File: config.mk
export PLATFORM = sky130hd
export DESIGN_NAME = interval_timer
export DESIGN_NICKNAME = d
export VERILOG_FILES = /design/src/rtl/tmr_pkg.sv /design/src/rtl/tmr_regs.sv /design/src/rtl/tmr_counter.sv /design/src/rtl/tmr_irq.sv /design/src/rtl/interval_timer.sv
export SDC_FILE = /design/constraint.sdc
export NUM_CORES = 1
export LEC_CHECK = 0
export ABC_AREA = 1
export BUFFER_PORTS_ARGS = -buffer_cell sky130_fd_sc_hd__buf_2
export CAP_MARGIN = 5
export CELL_PAD_IN_SITES_DETAIL_PLACEMENT = 1
export CELL_PAD_IN_SITES_GLOBAL_PLACEMENT = 1
export CORE_MARGIN = 2
export CORE_UTILIZATION = 37
export CTS_CLUSTER_SIZE = 25
export DETAILED_ROUTE_END_ITERATION = 8
export GPL_TIMING_DRIVEN = 0
export PLACE_DENSITY = 0.83
export SLEW_MARGIN = 40
export SYNTH_ARGS = -nofsm -noshare
export SYNTH_HDL_FRONTEND = slang
export SYNTH_HIERARCHICAL = 1
export SYNTH_SLANG_ARGS = --single-unit
export TNS_END_PERCENT = 50
File: constraint.sdc
create_clock -name clk -period 1.8 [get_ports clk]
set_clock_uncertainty 0.15 [all_clocks]
set_input_delay 0.18 -clock clk [delete_from_list [all_inputs] [get_ports clk]]
set_output_delay 0.18 -clock clk [all_outputs]
set_load 0.05 [all_outputs]
File: src/rtl/tmr_pkg.sv
package tmr_pkg;
  // Register byte offsets
  localparam int OFS_LOAD  = 0;
  localparam int OFS_VALUE = 4;
  localparam int OFS_CTRL  = 8;
  localparam int OFS_CLEAR = 12;

  // Control word bit positions
  localparam int CTL_EN   = 7;
  localparam int CTL_PER  = 6;
  localparam int CTL_FAST = 3;

  typedef struct packed {
    logic en;
    logic periodic;
    logic fast;
  } tmr_ctrl_t;
endpackage

File: src/rtl/tmr_regs.sv
module tmr_regs #(
  parameter int CNT_W  = 32,
  parameter int ADDR_W = 4,
  parameter int DATA_W = 32
) (
  input  logic                  clk,
  input  logic                  rst,
  input  logic                  bus_wr,
  input  logic                  bus_rd,
  input  logic [ADDR_W-1:0]     bus_addr,
  input  logic [DATA_W-1:0]     bus_wdata,
  input  logic [CNT_W-1:0]      cnt,
  output logic [CNT_W-1:0]      load_q,
  output tmr_pkg::tmr_ctrl_t    ctrl_q,
  output logic                  ld_wr,
  output logic                  clr_wr,
  output logic [DATA_W-1:0]     rdata_q
);
  import tmr_pkg::*;

  localparam logic [ADDR_W-1:0] A_LOAD  = ADDR_W'(OFS_LOAD);
  localparam logic [ADDR_W-1:0] A_VALUE = ADDR_W'(OFS_VALUE);
  localparam logic [ADDR_W-1:0] A_CTRL  = ADDR_W'(OFS_CTRL);
  localparam logic [ADDR_W-1:0] A_CLEAR = ADDR_W'(OFS_CLEAR);

  logic              ctl_wr;
  logic [DATA_W-1:0] rd_mux;
  logic [DATA_W-1:0] ctl_view;
  logic              unused_wd;

  assign ld_wr     = bus_wr && (bus_addr == A_LOAD);
  assign ctl_wr    = bus_wr && (bus_addr == A_CTRL);
  assign clr_wr    = bus_wr && (bus_addr == A_CLEAR);
  assign unused_wd = ^bus_wdata;

  always_ff @(posedge clk) begin
    if (rst) begin
      load_q <= '0;
      ctrl_q <= '0;
    end else begin
      if (ld_wr)
        load_q <= CNT_W'(bus_wdata);
      if (ctl_wr) begin
        ctrl_q.en       <= bus_wdata[CTL_EN];
        ctrl_q.periodic <= bus_wdata[CTL_PER];
        ctrl_q.fast     <= bus_wdata[CTL_FAST];
      end
    end
  end

  always_comb begin
    ctl_view           = '0;
    ctl_view[CTL_EN]   = ctrl_q.en;
    ctl_view[CTL_PER]  = ctrl_q.periodic;
    ctl_view[CTL_FAST] = ctrl_q.fast;
  end

  always_comb begin
    rd_mux = '0;
    if (bus_addr == A_LOAD)
      rd_mux = DATA_W'(load_q);
    else if (bus_addr == A_VALUE)
      rd_mux = DATA_W'(cnt);
    else if (bus_addr == A_CTRL)
      rd_mux = ctl_view;
  end

  always_ff @(posedge clk) begin
    if (rst)
      rdata_q <= '0;
    else if (bus_rd)
      rdata_q <= rd_mux;
  end


  load_capture_chk: assert property (@(posedge clk) disable iff (rst)
    ld_wr |=> load_q == $past(CNT_W'(bus_wdata)));


  value_read_chk: assert property (@(posedge clk) disable iff (rst)
    (bus_rd && bus_addr == A_VALUE) |=> rdata_q == DATA_W'($past(cnt)));
endmodule

File: src/rtl/tmr_counter.sv
module tmr_counter #(
  parameter int CNT_W = 32
) (
  input  logic             clk,
  input  logic             rst,
  input  logic             en,
  input  logic             periodic,
  input  logic             tick,
  input  logic             ld_wr,
  input  logic [CNT_W-1:0] ld_data,
  input  logic [CNT_W-1:0] load_val,
  output logic [CNT_W-1:0] cnt_q,
  output logic             uf
);
  logic step;

  assign step = en && tick && !ld_wr;
  assign uf   = step && (cnt_q == '0);

  always_ff @(posedge clk) begin
    if (rst)
      cnt_q <= '0;
    else if (ld_wr)
      cnt_q <= ld_data;
    else if (step) begin
      if (cnt_q == '0)
        cnt_q <= periodic ? load_val : '1;
      else
        cnt_q <= cnt_q - CNT_W'(1);
    end
  end


  hold_when_off_chk: assert property (@(posedge clk) disable iff (rst)
    (!en && !ld_wr) |=> $stable(cnt_q));


  single_step_chk: assert property (@(posedge clk) disable iff (rst)
    (en && tick && !ld_wr && cnt_q != '0) |=> cnt_q == $past(cnt_q) - CNT_W'(1));


  reload_chk: assert property (@(posedge clk) disable iff (rst)
    (en && tick && !ld_wr && periodic && cnt_q == '0) |=> cnt_q == $past(load_val));


  wrap_chk: assert property (@(posedge clk) disable iff (rst)
    (en && tick && !ld_wr && !periodic && cnt_q == '0) |=> (&cnt_q));
endmodule

File: src/rtl/tmr_irq.sv
module tmr_irq (
  input  logic clk,
  input  logic rst,
  input  logic en,
  input  logic uf,
  input  logic clr,
  output logic irq_q
);
  always_ff @(posedge clk) begin
    if (rst)
      irq_q <= 1'b0;
    else if (!en)
      irq_q <= 1'b0;
    else if (uf)
      irq_q <= 1'b1;
    else if (clr)
      irq_q <= 1'b0;
  end


  set_wins_chk: assert property (@(posedge clk) disable iff (rst)
    uf |=> irq_q);


  ack_clears_chk: assert property (@(posedge clk) disable iff (rst)
    (en && clr && !uf) |=> !irq_q);


  off_drops_chk: assert property (@(posedge clk) disable iff (rst)
    !en |=> !irq_q);
endmodule

File: src/rtl/interval_timer.sv
module interval_timer #(
  parameter int CNT_W  = 32,
  parameter int ADDR_W = 4,
  parameter int DATA_W = 32
) (
  input  logic              clk,
  input  logic              rst,
  input  logic              bus_wr,
  input  logic              bus_rd,
  input  logic [ADDR_W-1:0] bus_addr,
  input  logic [DATA_W-1:0] bus_wdata,
  output logic [DATA_W-1:0] bus_rdata,
  input  logic              tick_fast,
  input  logic              tick_slow,
  output logic              irq
);
  import tmr_pkg::*;

  logic [CNT_W-1:0] load_q;
  logic [CNT_W-1:0] cnt_q;
  tmr_ctrl_t        ctrl_q;
  logic             ld_wr;
  logic             clr_wr;
  logic             tick_sel;
  logic             uf;

  tmr_regs #(.CNT_W(CNT_W), .ADDR_W(ADDR_W), .DATA_W(DATA_W)) u_regs (
    .clk       (clk),
    .rst       (rst),
    .bus_wr    (bus_wr),
    .bus_rd    (bus_rd),
    .bus_addr  (bus_addr),
    .bus_wdata (bus_wdata),
    .cnt       (cnt_q),
    .load_q    (load_q),
    .ctrl_q    (ctrl_q),
    .ld_wr     (ld_wr),
    .clr_wr    (clr_wr),
    .rdata_q   (bus_rdata)
  );

  assign tick_sel = ctrl_q.fast ? tick_fast : tick_slow;

  tmr_counter #(.CNT_W(CNT_W)) u_cnt (
    .clk      (clk),
    .rst      (rst),
    .en       (ctrl_q.en),
    .periodic (ctrl_q.periodic),
    .tick     (tick_sel),
    .ld_wr    (ld_wr),
    .ld_data  (CNT_W'(bus_wdata)),
    .load_val (load_q),
    .cnt_q    (cnt_q),
    .uf       (uf)
  );

  tmr_irq u_irq (
    .clk   (clk),
    .rst   (rst),
    .en    (ctrl_q.en),
    .uf    (uf),
    .clr   (clr_wr),
    .irq_q (irq)
  );
endmodule

==> flow_metrics.env <==
export IMPL_boundaryPins=75
export IMPL_layout_common_cells="nand2_1, inv_1, nor2_1"
export IMPL_timing_max_cap_violations=0
export IMPL_grt_total_usage_pct=29.7
export IMPL_synth_edff_count=0
export IMPL_numPlacedInstances=1271
export IMPL_port_buffer_count=73
export IMPL_detail_route_antenna_nets=0
export IMPL_clock_tree_root_cell="clkbuf_16"
export IMPL_half_perimeter_wire_length_after_detailed_placement_um=17800
export IMPL_final_setup_viol_count=27
export IMPL_synth_nets=1026
export IMPL_timing_critical_path_from_type="flop"
export IMPL_layout_area_overhead_vs_synth_pct=34.9
export IMPL_start_util_pct=37.7
export IMPL_grt_max_degree=17
export IMPL_drt_wirelength_per_cell_um=19.2
export IMPL_synthDominantAreaCellType="dfxtp_1"
export IMPL_clock_fmax_mhz=507
export IMPL_synth_area_per_cell_sq_um=6.05
export IMPL_timing_worst_setup_path_type="flop to flop"
export IMPL_synthDominantCellAreaShare_pct=33.7
export IMPL_overflow=0
export IMPL_gp_congestion=0.957
export IMPL_violations_in_the_final_reports="hold timing, setup timing"
export IMPL_clk_transition_reported_paths_ps=80
export IMPL_synth_seq_cells=100
export IMPL_fin_nets=1180
export IMPL_clkSinkCount=100
export IMPL_synth_cell_types=33
export IMPL_holdBufCountCts=32
export IMPL_synthMuxAreaShare_pct=0
export IMPL_die_area_sq_um=17100
export IMPL_max_slew_violation_count=0
export IMPL_post_route_cells_drive_above_1_share_pct=24.4
export IMPL_clk_insertion_delay_late_ps=360
export IMPL_min_path_type="input pin to flop"
export IMPL_clock_buffers_created_by_tritoncts=9
export IMPL_critical_path_endpoint_type="flop"
export IMPL_tritoncts="done"
export IMPL_outcome="finished with violations"
export IMPL_antenna_found_initial=0
export IMPL_synth_compound_area_share_pct=12.2
export IMPL_drt_iter0_drc=440
export IMPL_period_minus_slack_ps=1970
export IMPL_async_reset_ff_share_pct=0
export IMPL_tightestPinTransition_ps=755
export IMPL_cts_htree_levels=3
export IMPL_antenna_cells=0
export IMPL_commonest_non_fill_non_tap_cell_in_the_layout="nand2_1"
export IMPL_max_vdd_ir_drop_uv=620
export IMPL_max_slew_margin_rel_pct=49.7
export IMPL_drt_first_pass_iters=5
export IMPL_number_of_warning_messages_in_the_yosys_log=6
export IMPL_setup_slack_ps=-172
export IMPL_total_detailed_routing_wirelength_um=26100
export IMPL_instances_no_fill=1357
export IMPL_critical_path_max_fanout=4
export IMPL_postSynth_topFlopCell="dfxtp_1"
export IMPL_fin_area_sq_um=8020
export IMPL_post_synthesis_cell_area_sq_um=5940
export IMPL_power_per_cell_area_nw_per_um2=859
export IMPL_die_w_um=131
export IMPL_final_fill_count=2162
export IMPL_grt_pass1_wl_um=38000
export IMPL_clock_tree_buffer_depth=2
export IMPL_timing_final_hold_violations=3
export IMPL_syn_instance_count=982
export IMPL_worst_hold_slack_ps=-26.3
export IMPL_via_count_of_the_first_global_routing_pass=7176
export IMPL_total_leakage_power_nw=3.75
export IMPL_synth_yosys_seq_area_share_pct=33.7
export IMPL_core_region_area_sq_um=15800
export IMPL_synthXorXnorAreaFrac_pct=1.62
export IMPL_num_rows=46
export IMPL_dominant_combinational_cell_family_by_area_after_synthesis="simple AND/OR/NAND/NOR gates"
export IMPL_drc=0
export IMPL_number_of_vias_after_detailed_routing=7119
export IMPL_grt_setup_unrepaired="true"
export IMPL_die_height_um=131
export IMPL_final_min_period_over_clock_period_pct=110
export IMPL_vias_per_cell=5.25
export IMPL_synth_adder_area_share_pct=0.421
export IMPL_synth_top_cells_by_area="dfxtp_1, nand2_1, nor2_1"
export IMPL_dpl_instance_area_sq_um=6580
export IMPL_finalSetupTns_ps=-1520
export IMPL_cp_data_arrival_time_ps=2100
export IMPL_required_ps=1930
export IMPL_post_synth_and_or_nand_nor_area_fraction_pct=39.8
export IMPL_p_total_mw=6.88
-- routing by layer --
| layer | wire length (um) | track usage [%] | vias to the layer above |
|---|---|---|---|
| met5 | 0 | 0 | - |
| met4 | 1170 | 13.3 | 0 |
| met3 | 1830 | 5.01 | 85 |
| met2 | 12700 | 51.8 | 311 |
| met1 | 10400 | 35.8 | 3366 |
| li1 | - | - | 3357 |
-- cells by family (layout without fill, tap and decap cells) --
logic type	after synthesis	count (layout)
XOR/XNOR	11	11
buffers and inverters	177	336
flip-flops	100	100
AO/OA/AOI/OAI	138	138
AND/OR/NAND/NOR	554	554
adder cells (fa/ha/maj)	2	2
-- state kept, by name, indices dropped and copies added (netlist names) --
register and cells:
u_cnt/cnt_q 32, u_regs/load_q 32, u_regs/rdata_q 32, u_regs/ctrl_q 3, u_irq/irq_q 1
-- power by group --
part / switching [mW] / internal, mW
registers: 0.0743 / 2.28
logic: 1.48 / 0.913
clock network: 0.923 / 1.22
total: 2.47 / 4.41
-- synthesized netlist by cell type (4+ instances only) --
library cell	n
nor2_2	7
nand2_1	299
buf_1	6
a21oi_1	74
nor2_1	134
inv_1	132
nor2_4	11
o21ai_0	50
nand2_2	6
buf_6	5
clkbuf_1	19
xor2_1	9
buf_2	9
nand3_1	84
o221ai_1	4
o21ai_1	5
dfxtp_1	100
or2_2	5
-- worst paths after layout --
path	from	end	slack (ps)	depth (start not counted)
setup / recovery	u_cnt/cnt_q[0]$_SDFFE_PP0P_	u_cnt/cnt_q[8]$_SDFFE_PP0P_	-170	9
hold / removal	rst	u_cnt/cnt_q[17]$_SDFFE_PP0P_	-30	2
setup reg to reg	u_cnt/cnt_q[0]$_SDFFE_PP0P_	u_cnt/cnt_q[8]$_SDFFE_PP0P_	-170	9
hold reg to reg	u_irq/irq_q$_SDFFE_PP0P_	u_irq/irq_q$_SDFFE_PP0P_	340	2
-- through the flow --
step | worst slack [ps] | util, %
after floorplan | -3.96 | -
after global placement | -1050 | 41.7
after detailed placement | -1170 | 41.7
after CTS | -41.5 | 48.8
after global routing | -229 | 50.8
final | -172 | 50.8
-- worst max-delay path, stage by stage (launching register included) --
cell	delay, ps
dfxtp_4	360
inv_4	80
ha_2	230
nand2_2	110
nor2_4	170
xor2_1	270
nand2_1	120
nand3_1	140
nand2_1	100
a21oi_1	160
-- area by class of cell --
type / instances / area [sq um] / share of cell area, %
multi-input combinational: 705 / 3500 / 43.7
sequential: 100 / 2060 / 25.7
timing repair buffer: 145 / 1090 / 13.6
inverter: 135 / 527 / 6.57
tap: 216 / 270 / 3.37
buffer: 40 / 251 / 3.14
clock buffer: 10 / 229 / 2.86
clock inverter: 6 / 86.3 / 1.08
-- what timing repair did --
action,4_1_cts,5_1_grt
pin swaps,20,18
endpoints found under the hold margin,35,3
resized for setup,88,75
setup endpoints to repair,33,35
cloned,1,1
setup buffers,27,11
Note: power is estimated with default switching activity, not from simulation.
